### config.mk
export PLATFORM = sky130hd
export DESIGN_NAME = irq_prio_core
export DESIGN_NICKNAME = d
export VERILOG_FILES = /design/src/rtl/irq_pkg.sv /design/src/rtl/irq_req_capture.sv /design/src/rtl/irq_prio_pick.sv /design/src/rtl/irq_prio_core.sv
export SDC_FILE = /design/constraint.sdc
export NUM_CORES = 1
export LEC_CHECK = 0
export CAP_MARGIN = 25
export CORE_MARGIN = 2
export CORE_UTILIZATION = 50
export DETAILED_ROUTE_END_ITERATION = 10
export DONT_BUFFER_PORTS = 1
export PLACE_DENSITY = 0.67
export SYNTH_ARGS = -nofsm -noshare
export SYNTH_HDL_FRONTEND = slang
export SYNTH_SLANG_ARGS = --single-unit
### constraint.sdc
create_clock -name clk -period 5.3 [get_ports clk]
set_input_delay 1.06 -clock clk [delete_from_list [all_inputs] [get_ports clk]]
set_output_delay 1.06 -clock clk [all_outputs]
set_load 0.02 [all_outputs]
### src/rtl/irq_pkg.sv
// Shared sizes for the interrupt request priority core.
// Assumes the line count is a power of two so that priority arithmetic wraps.
package irq_pkg;
    localparam int LINES_DEF = 8;
    localparam int VEC_W_DEF = 8;
endpackage

### src/rtl/irq_req_capture.sv
// Request capture: turns device lines into request bits, by level or by
// rising edge, and drops the bits that the acknowledge logic consumes.
// Assumes lines are already synchronous to clk.
module irq_req_capture #(
    parameter int N = irq_pkg::LINES_DEF
) (
    input  logic         clk,
    input  logic         rst_n,
    input  logic [N-1:0] lines,
    input  logic         level_mode,
    input  logic [N-1:0] take,
    output logic [N-1:0] irr
);
    logic [N-1:0] prev_q;

    // Track previous line levels and update the request register.
    always_ff @(posedge clk) begin
        if (!rst_n) begin
            prev_q <= '0;
            irr    <= '0;
        end else begin
            prev_q <= lines;
            if (level_mode)
                irr <= lines & ~take;
            else
                irr <= (irr | (lines & ~prev_q)) & ~take;
        end
    end
endmodule

### src/rtl/irq_prio_pick.sv
// Priority picker: finds the set bit that ranks best when priority starts
// just above the line named by low_line and wraps around.
// Assumes N is a power of two; rank 0 is the best.
module irq_prio_pick #(
    parameter int N     = irq_pkg::LINES_DEF,
    parameter int IDX_W = $clog2(N)
) (
    input  logic [N-1:0]     req,
    input  logic [IDX_W-1:0] low_line,
    output logic             found,
    output logic [IDX_W-1:0] idx,
    output logic [IDX_W-1:0] rank
);
    // Scan from the worst rank to the best so the best hit is kept last.
    always_comb begin
        found = 1'b0;
        idx   = '0;
        rank  = '0;
        for (int k = N - 1; k >= 0; k--) begin
            logic [IDX_W-1:0] cand;
            cand = low_line + IDX_W'(1) + IDX_W'(k);
            if (req[cand]) begin
                found = 1'b1;
                idx   = cand;
                rank  = IDX_W'(k);
            end
        end
    end
endmodule

### src/rtl/irq_prio_core.sv
// Interrupt request priority core: request capture, masking, priority
// resolution against the in-service set, two-strobe acknowledge, vector
// output and end-of-interrupt handling with optional rotation.
// Assumes configuration inputs are stable across an acknowledge sequence.
module irq_prio_core #(
    parameter int N      = irq_pkg::LINES_DEF,
    parameter int VEC_W  = irq_pkg::VEC_W_DEF,
    parameter int IDX_W  = $clog2(N),
    parameter int BASE_W = VEC_W - IDX_W
) (
    input  logic              clk,
    input  logic              rst_n,
    input  logic [N-1:0]      req_lines,
    input  logic [N-1:0]      mask,
    input  logic              cfg_level,
    input  logic [BASE_W-1:0] cfg_vec_base,
    input  logic              cfg_auto_eoi,
    input  logic              cfg_rotate,
    input  logic              inta,
    input  logic              eoi_valid,
    input  logic              eoi_specific,
    input  logic [IDX_W-1:0]  eoi_level,
    output logic              int_out,
    output logic              vec_valid,
    output logic [VEC_W-1:0]  vec_out
);
    logic [N-1:0]     irr, isr, pending;
    logic [N-1:0]     take, isr_set, isr_clr;
    logic [IDX_W-1:0] rot_low, eff_low, rot_val;
    logic             rot_upd;
    logic             p_found, s_found;
    logic [IDX_W-1:0] p_idx, p_rank, s_idx, s_rank;
    logic             ack_phase, held_spur;
    logic [IDX_W-1:0] held_idx;
    logic             first_ack, second_ack;

    irq_req_capture #(.N(N)) u_cap (
        .clk(clk), .rst_n(rst_n), .lines(req_lines),
        .level_mode(cfg_level), .take(take), .irr(irr)
    );

    assign pending = irr & ~mask;
    assign eff_low = cfg_rotate ? rot_low : {IDX_W{1'b1}};

    irq_prio_pick #(.N(N), .IDX_W(IDX_W)) u_pick_req (
        .req(pending), .low_line(eff_low),
        .found(p_found), .idx(p_idx), .rank(p_rank)
    );

    irq_prio_pick #(.N(N), .IDX_W(IDX_W)) u_pick_svc (
        .req(isr), .low_line(eff_low),
        .found(s_found), .idx(s_idx), .rank(s_rank)
    );

    // Raise the request only when the pending winner outranks service.
    assign int_out    = p_found && (!s_found || (p_rank < s_rank));
    assign first_ack  = inta && !ack_phase;
    assign second_ack = inta && ack_phase;

    // Decide which request and in-service bits move this clock.
    always_comb begin
        take    = '0;
        isr_set = '0;
        isr_clr = '0;
        rot_upd = 1'b0;
        rot_val = '0;
        if (first_ack && int_out) begin
            take[p_idx]    = 1'b1;
            isr_set[p_idx] = 1'b1;
        end
        if (second_ack && cfg_auto_eoi && !held_spur) begin
            isr_clr[held_idx] = 1'b1;
            rot_upd = 1'b1;
            rot_val = held_idx;
        end
        if (eoi_valid) begin
            if (eoi_specific) begin
                isr_clr[eoi_level] = 1'b1;
                rot_upd = 1'b1;
                rot_val = eoi_level;
            end else if (s_found) begin
                isr_clr[s_idx] = 1'b1;
                rot_upd = 1'b1;
                rot_val = s_idx;
            end
        end
    end

    // In-service register, rotation pointer, acknowledge phase and vector.
    always_ff @(posedge clk) begin
        if (!rst_n) begin
            isr       <= '0;
            rot_low   <= {IDX_W{1'b1}};
            ack_phase <= 1'b0;
            held_idx  <= '0;
            held_spur <= 1'b0;
            vec_valid <= 1'b0;
            vec_out   <= '0;
        end else begin
            isr <= (isr & ~isr_clr) | isr_set;
            if (rot_upd && cfg_rotate)
                rot_low <= rot_val;
            if (inta)
                ack_phase <= !ack_phase;
            if (first_ack) begin
                held_idx  <= int_out ? p_idx : {IDX_W{1'b1}};
                held_spur <= !int_out;
            end
            vec_valid <= second_ack;
            if (second_ack)
                vec_out <= {cfg_vec_base, held_idx};
        end
    end
endmodule

# ---- Word level (Yosys, flattened, before mapping)
# Cells that the tools add are included.
dict set report totals {
  register_bits 41
  in_bits 32
  output_inout_bits 10
  word_cells 167
}
dict set report classes {
  addsub 8
  n_lt_le_gt_ge 17
  muxes 104
  bitwise_logic 13
  n_reduce_logical 16
}
# operator count
set op_table {}
lappend op_table {{$mux 3} 38}
lappend op_table {{$bmux 1 s3} 16}
lappend op_table {{$lt 3x4->1 const B} 12}
lappend op_table {{$mux 8} 6}
lappend op_table {{$and 8x8->8} 5}
lappend op_table {{$mux 1} 40}
lappend op_table {{$not 8->8} 4}
lappend op_table {{$or 8x8->8} 4}
lappend op_table {{$add 3x3->3 const B} 4}
lappend op_table {{$demux 1 s3} 4}
lappend op_table {{$ge 3x1->1 const B} 4}
lappend op_table {{$logic_and 1x1->1} 11}
lappend op_table {{$add 3x1->3 const B} 2}
lappend op_table {{$add 3x2->3 const B} 2}
lappend op_table {{$logic_not 1->1} 4}
lappend op_table {{$lt 3x3->1} 1}
lappend op_table {{$logic_or 1x1->1} 1}

# ---- Logic depth before layout (Yosys ltp)
# Gate-level depths: netlist (run 1).
dict set report logic_depth {
  ltp_word 24
  mapped_depth 20
  depth_no_buf 16
}

# ---- By module
# From an unflattened synthesis (run 1), not the netlist that was laid out.
dict set report unflattened {
  hier_cells 478
  area_unflattened_um2 4216.5
}
# module instances cells_each area_per_inst_um2
set modules_own_cells {}
lappend modules_own_cells {irq_prio_pick 2 118 1019.7}
lappend modules_own_cells {irq_prio_core 1 184 1508.9}
lappend modules_own_cells {irq_req_capture 1 58 668.1}

# ---- Least setup slack after synthesis (run 1)
# No wires, ideal clock.
dict set report synth_timing {
  path_kind {input to output}
  startpoint {input cfg_rotate}
  endpoint {output int_out}
  arrival_time_ps 4595
  required_time_ps 4240
  setup_slack_ps -355
  path_stages 15
  cell_sequence {buf_2 -> and2b_1 -> clkinv_1 -> buf_2 -> ha_1 -> buf_4 -> xnor2_4 -> mux4_2 -> or3_1 -> a211oi_1 -> ha_1 -> a211o_1 -> a21oi_1 -> o221ai_2 -> nand2_1}
}
dict set report synth_between {
  elab_chain_len 16
}
# element line
set synth_rtl {}
lappend synth_rtl {{start: declaration} irq_prio_core.sv:18} ;# input logic cfg_rotate,
lappend synth_rtl {{$mux 3 (*)} irq_prio_core.sv:43} ;# assign eff_low = cfg_rotate ? rot_low : {IDX_W{1'b1}};
lappend synth_rtl {{$add 3x1->3 (*)} irq_prio_pick.sv:21} ;# cand = low_line + IDX_W'(1) + IDX_W'(k);
lappend synth_rtl {{$add 3x3->3} irq_prio_pick.sv:21}
lappend synth_rtl {{$bmux 1 s3} irq_prio_pick.sv:22} ;# if (req[cand]) begin
lappend synth_rtl {{$mux 1 (not written as such)} irq_prio_pick.sv:22}
lappend synth_rtl {{$mux 3 or $mux 1 (tied branches) (8 in series)} irq_prio_pick.sv:22}
lappend synth_rtl {{$lt 3x3->1 or $logic_not 1->1 (tied branches)} irq_prio_core.sv:56} ;# assign int_out = p_found && (!s_found || (p_rank < s_rank));
lappend synth_rtl {{$logic_or 1x1->1} irq_prio_core.sv:56}
lappend synth_rtl {{$logic_and 1x1->1 (*)} irq_prio_core.sv:56}
lappend synth_rtl {{end: declaration} irq_prio_core.sv:23} ;# output logic int_out,
# Mark *: on every way between the ends. The rest lies on a longest branch, timed or not. The select of a mux whose other input is x is not followed.

# ---- Worst setup path after layout (run 1)
# Same ends and word-level chain as after synthesis.

==> reports/qor.csv, run 1 <==
stage,metric,value,unit
run_status,status,"complete, no violations",
global_route,grt_max_degree,31,
hold_path,whs_path_depth,2,
global_route,grtUsageTotal,28.0,%
routing,drt_iter0_drc,371,
logic_synthesis,synth.distinct_cells,85,
routing,dr_total_vias,4025,
sta,fin_crit_sh,96.4,%
global_route,grt_pass1_vias,3816,
critical_path,cp.arrival,4.05,ns
pwr,p_leak,1.65,nW
logic_synthesis,synth_top_family_by_area,compound AO/OA/AOI/OAI gates,
hold_path,hold_end,held_spur$_SDFFE_PN0P_,
final_layout,num-nets-final,534,
routing,post_drt_wl_per_cell,20.4,um
final_layout,layout_commonest_cell,nand2_1,
clocking,ctsRootBufferMaster,clkbuf_8,
sta,tightest_slew,0.783,ns
logic_synthesis,synthSimpleGateAreaFrac,23.8,%
routing,via_per_inst,6.66,
die,io_pins,42,
pwr,ir_drop,350,uV
sta,hold_viol_final,0,
clocking,path_clk_slew,0.08,ns
sta,fin_skew,0.00619,ns
sta,setup_viol,0,
die,die_w,95.2,um
final_layout,layout.cells.most_common_list,"nand2_1 (47), dfxtp_1 (41), mux2i_1 (30)",
sta,timing.fmax,196,MHz
logic_synthesis,synthMuxAreaShare,19.3,%
logic_synthesis,postSynthAreaPerCell,8.34,sq um
sta,slew_headroom,47.8,%
clocking,cts.sinks,41,
logic_synthesis,synth-seq-cells,41,
final_layout,fin_cells,604,
flow_run,max-cap-violations,0,
logic_synthesis,synth.area.top_cells,"dfxtp_1 (20%), mux4_2 (8.7%), mux2i_1 (7.7%)",
logic_synthesis,synthFlopType,dfxtp_1,
placed_design,dp_hpwl,9.37,mm
routing,first_pass_iters,5,
clocking,cts-resized-gates,0,
logic_synthesis,syn_area,4160,sq um
global_route,grt_pass1_wl,19.4,mm
sta,setup_tns,0,ns
clocking,cts_hold_buf,0,
critical_path,crit_required,4.24,ns
final_layout,syn_to_final_growth,7.40,%
die,core,8130,sq um
critical_path,slowest_stage,nor3_1,
die,rows,33,
logic_synthesis,synth_top_area_cell,dfxtp_1,
die,die_height,95.2,um
logic_synthesis,synth_fa_ha_area_share,1.20,%
die,die_area,9070,sq um
critical_path,crit_path_end_kind,primary output,
routing,finalWirelength,12.3,mm
hold_path,hold_path_class,register to register,
logic_synthesis,async_reset_ff_share,0,%
logic_synthesis,synth-xor-area-share,2.86,%
critical_path,r2r-start,rot_low[1]$_SDFFE_PN1P_,
clocking,clk_latency,0.30,ns
global_route,antenna_found_initial,0,
logic_synthesis,seq_area_frac_synth,19.7,%
critical_path,startpoint_type,input port,
final_layout,n_fill_cell,772,
sta,finalWorstPathRequiredPeriod,5.11,ns
critical_path,r2r_cells,15,
placed_design,dp.cells,596,
logic_synthesis,syn-num-nets,535,
global_route,overflow,0,
routing,drc,0,
sta,maxSlewViolCount,0,
pwr,power_density,535,nW/um^2
final_layout,regArea,821,sq um
final_layout,multi_input_area,3140,sq um
critical_path,path_class,input port to primary output,
die,start_util,51.1,%
logic_synthesis,yosysTopAreaCellShare,19.7,%
clocking,cts_buffers,5,
critical_path,path_cells,and2b_1 -> clkinv_2 -> ha_1 -> xnor2_2 -> buf_4 -> xnor2_2 -> nor3_1 -> o21ai_0 -> o21bai_1 -> ha_1 -> a211o_1 -> a21oi_2 -> o221ai_2 -> nand2_2,
clocking,cts_tree,built,
final_layout,n_antenna_cell,0,
clocking,cts_max_path_buffers,2,
routing,final_antenna_net_count,0,
placed_design,placement.io_buffers,0,
logic_synthesis,synth_cells,499,
logic_synthesis,synth_compound_area_share,27.4,%
critical_path,cp_max_fo,22,
hold_path,worstHoldStart,held_spur$_SDFFE_PN0P_,
placed_design,gp_congestion,1.03,
final_layout,final_util,54.9,%
clocking,h-tree-depth,2,
sta,rsz0062_at_grt,no,
final_layout,drive_gt1_share,17.0,%
clocking,postCtsSetupBuffers,0,
critical_path,timing.rr.end,u_cap.irr[6]$_SDFF_PN0_,
critical_path,slowest_delay,0.51,ns
critical_path,r2r_setup_slack,1.01,ns
logic_synthesis,synth_edf_count,0,
logic_synthesis,synth_warnings,0,
==> where the power goes <==
group	total, mW	switching (mW)	internal, mW
clock	0.259	0.118	0.141
sequential	0.455	0.0990	0.356
combinational	1.68	0.981	0.695
total	2.39	1.20	1.19
==> stage by stage <==
stage / instance area (sq um) / worst slack [ns] / hold slack, ns / total power [mW]
after CTS: 4460 / 0.145 / 0.471 / 2.36
after global placement: 4350 / 0.200 / 0.456 / 2.10
after detailed placement: 4350 / 0.133 / 0.459 / 2.10
after global routing: 4470 / 0.00361 / 0.479 / 2.54
final: 4470 / 0.188 / 0.469 / 2.39
after floorplan: 4210 / -0.0461 / 0.436 / 1.70
==> flip-flops by register name, summed over array words and instances, names as in the netlist <==
signal / count
ack_phase: 1
held_spur: 1
rot_low: 3
vec_valid: 1
isr: 8
vec_out: 8
held_idx: 3
u_cap.irr: 8
u_cap.prev_q: 8
==> critical path, delay by kind of cell <==
kind	cells	cell delay, ns
and+or+nand+nor	3	0.82
xor gates and xnor gates	2	0.33
buffers and inverters	2	0.26
adders and majority gates	2	0.53
AOI/OAI and AO/OA	5	1.03
==> cell type report <==
type / count / area share [%]
clock buffer: 5 / 1.54
clock inverter: 3 / 0.980
inverter: 16 / 1.43
multi-input combinational: 407 / 70.2
sequential: 41 / 18.4
tap: 105 / 2.94
timing repair buffer: 27 / 4.54
==> kinds of logic after synthesis <==
kind of cell	after synthesis
AOI/OAI and AO/OA	159
buffers and inverters	51
xor gates and xnor gates	6
and+or+nand+nor	181
adders and majority gates	4
DFF	41
muxes	57
==> per-layer routing <==
layer  GRT usage (%)  routed length (um)  vias up
met5               0                   0        -
met1            38.2                5260     1881
li1                -                   -     1913
met4            12.1                 276        0
met2            43.7                5780      203
met3            4.74                 999       28
==> Yosys cell counts, types with 6 or more instances <==
master	number
nor3_1	12
o22ai_1	9
o2111ai_1	7
a21boi_0	8
nor2b_1	16
nor2_1	21
mux2i_1	32
nand2b_1	20
inv_1	11
a21oi_1	29
clkbuf_1	20
o211ai_1	11
and3_1	6
a221oi_1	7
o21ai_0	23
buf_2	8
and2_1	14
dfxtp_1	41
nand2_1	48
a31oi_1	7
nand3_1	18
mux4_2	16
==> how the worst max path moves through the flow <==
stage,start,to,cells after the start
floorplan,cfg_rotate,int_out,15
global placement,cfg_rotate,int_out,12
detailed placement,cfg_rotate,int_out,12
CTS,cfg_rotate,int_out,12
global route,cfg_rotate,int_out,14
finish,cfg_rotate,int_out,14
(Power assumes the default switching activity.)
==> run 2, diff against run 1 <==
--- a/config.mk
+++ b/config.mk
@@ -7,10 +7,11 @@
 export LEC_CHECK = 0
 export CAP_MARGIN = 25
 export CORE_MARGIN = 2
-export CORE_UTILIZATION = 50
+export CORE_UTILIZATION = 59
 export DETAILED_ROUTE_END_ITERATION = 10
 export DONT_BUFFER_PORTS = 1
-export PLACE_DENSITY = 0.67
+export GPL_TIMING_DRIVEN = 0
+export PLACE_DENSITY = 0.77
 export SYNTH_ARGS = -nofsm -noshare
 export SYNTH_HDL_FRONTEND = slang
 export SYNTH_SLANG_ARGS = --single-unit
==> reports/qor.csv, run 2 (synthesis gave the netlist of run 1 again) <==
stage,metric,value,unit,change
sta,hold_viol_final,0,,unchanged
sta,holdWs,0.496,ns,+0.0275 ns
routing,final_antenna_net_count,0,,unchanged
critical_path,path_class,input port to primary output,,
final_layout,n_antenna_cell,0,,unchanged
global_route,grt_pass1_wl,20.6,mm,+5.9%
final_layout,drive_gt1_share,19.5,%,+2.5 points
routing,dr_total_vias,4436,,+10%
clocking,cts_hold_buf,0,,unchanged
sta,timing.fmax,193,MHz,-1.2%
sta,setup_tns,0,ns,unchanged
die,die_height,88.0,um,-7.6%
final_layout,syn_to_final_growth,15.0,%,
critical_path,r2r_cells,19,,+4
critical_path,startpoint_type,input port,,
routing,drc,0,,unchanged
placed_design,gp_congestion,1.03,,-0.43%
routing,drt_iter0_drc,577,,+56%
die,die_w,88.0,um,-7.6%
clocking,clk_latency,0.29,ns,about the same
hold_path,hold_path_class,register to register,,
critical_path,cp_max_fo,6,,-73%
sta,maxSlewViolCount,0,,unchanged
sta,fin_ws,0.129,ns,-0.0597 ns
die,rows,30,,-9.1%
clocking,cts_tree,built,,
sta,fin_skew,0.00628,ns,+0.0000869 ns
clocking,h-tree-depth,2,,unchanged
critical_path,crit_path_end_kind,primary output,,
die,io_pins,42,,unchanged
sta,fin_crit_sh,97.6,%,+1.1 points
routing,post_drt_wl_per_cell,21.0,um,+3.2%
placed_design,placement.io_buffers,0,,unchanged
routing,via_per_inst,7.05,,+5.8%
run_status,status,"complete, no violations",,
placed_design,place_ws,-0.425,ns,-0.558 ns
clocking,cts.sinks,41,,unchanged
global_route,antenna_found_initial,0,,unchanged
global_route,overflow,0,,unchanged
pwr,power,2.61,mW,+9.4%
sta,tightest_slew,0.823,ns,+0.0401 ns
final_layout,layout.cells.most_common_list,"nand2_1 (47), dfxtp_1 (41), mux2i_1 (31)",,
sta,setup_viol,0,,unchanged
critical_path,path_cells,buf_8 -> and2b_2 -> clkinv_4 -> ha_4 -> buf_12 -> inv_8 -> xnor2_4 -> mux4_2 -> or3b_4 -> nor3b_2 -> o21bai_1 -> ha_1 -> a211o_1 -> a21oi_2 -> o221ai_4 -> nand2_4,,
die,die_area,7740,sq um,-15%
final_layout,num-nets-final,569,,+6.6%
critical_path,slowest_delay,0.59,ns,+0.08 ns
clocking,path_clk_slew,0.08,ns,about the same
die,start_util,61.2,%,+10 points
global_route,grt_max_degree,20,,-35%
critical_path,crit_required,4.24,ns,about the same
critical_path,slowest_stage,mux4_2,,
critical_path,cp.arrival,4.11,ns,+0.06 ns
sta,slew_headroom,45.1,%,-2.7 points
global_route,grtUsageTotal,34.3,%,+6.3 points
routing,finalWirelength,13.2,mm,+7.5%
sta,rsz0062_at_grt,no,,
clocking,cts_buffers,5,,unchanged
die,core,6790,sq um,-16%
routing,first_pass_iters,6,,+1
clocking,cts_max_path_buffers,2,,unchanged
pwr,ir_drop,437,uV,+25%
placed_design,dp_hpwl,9.59,mm,+2.3%
hold_path,whs_path_depth,2,,unchanged
final_layout,layout_commonest_cell,nand2_1,,
global_route,grt_pass1_vias,4085,,+7.0%
clocking,ctsRootBufferMaster,clkbuf_8,,
pwr,p_leak,1.78,nW,+7.7%
sta,finalWorstPathRequiredPeriod,5.17,ns,+0.0597 ns
flow_run,max-cap-violations,0,,unchanged
pwr,power_density,546,nW/um^2,+2.1%
final_layout,final_util,70.4,%,+15 points
==> run 2: final timing paths <==
| kind | start | slack [ns] | end |
|---|---|---|---|
| setup / recovery | cfg_rotate | 0.13 | int_out |
| hold / removal | held_spur$_SDFFE_PN0P_ | 0.50 | held_spur$_SDFFE_PN0P_ |
| setup reg to reg | rot_low[1]$_SDFFE_PN1P_ | 0.66 | u_cap.irr[6]$_SDFF_PN0_ |
| hold reg to reg | held_spur$_SDFFE_PN0P_ | 0.50 | held_spur$_SDFFE_PN0P_ |
==> run 2: metal layers <==
metal / share of wire [%] / GRT usage (%)
met1: 39 / 44.7
met5: 0 / 0
met2: 48 / 57.5
met3: 9.8 / 5.09
met4: 3.3 / 13.3
==> run 2: critical path: cells and delay by family <==
family / cells / cell delay (ns)
and+or+nand+nor: 4 / 0.74
AOI/OAI and AO/OA: 4 / 0.68
muxes: 1 / 0.59
adders and majority gates: 2 / 0.43
buffers and inverters: 4 / 0.37
xor gates and xnor gates: 1 / 0.23
==> run 2: repair_timing <==
item,CTS,global route
resized for setup,21,7
setup buffers,19,10
endpoints found under the setup margin,1,1
pin swaps,7,8
==> run 2: cell type report <==
class                      instances  area [sq um]
buffer                            32           188
clock buffer                       6          82.6
clock inverter                     1          7.51
fill                             560          2010
inverter                          16          77.6
multi-input combinational        407          3240
sequential                        41           821
tap                               96           120
timing repair buffer              30           250
==> run 2: power by group <==
part	leakage, nW	internal [mW]	switching, mW
logic	1.40	0.833	1.16
clock network	0.0433	0.103	0.108
registers	0.337	0.356	0.0550
total	1.78	1.29	1.32
==> run 2: stage by stage <==
stage	instances	cell area (sq um)
after floorplan	499	4210
after global placement	595	4330
after detailed placement	595	4330
after CTS	619	4680
after global routing	629	4780
final	629	4780
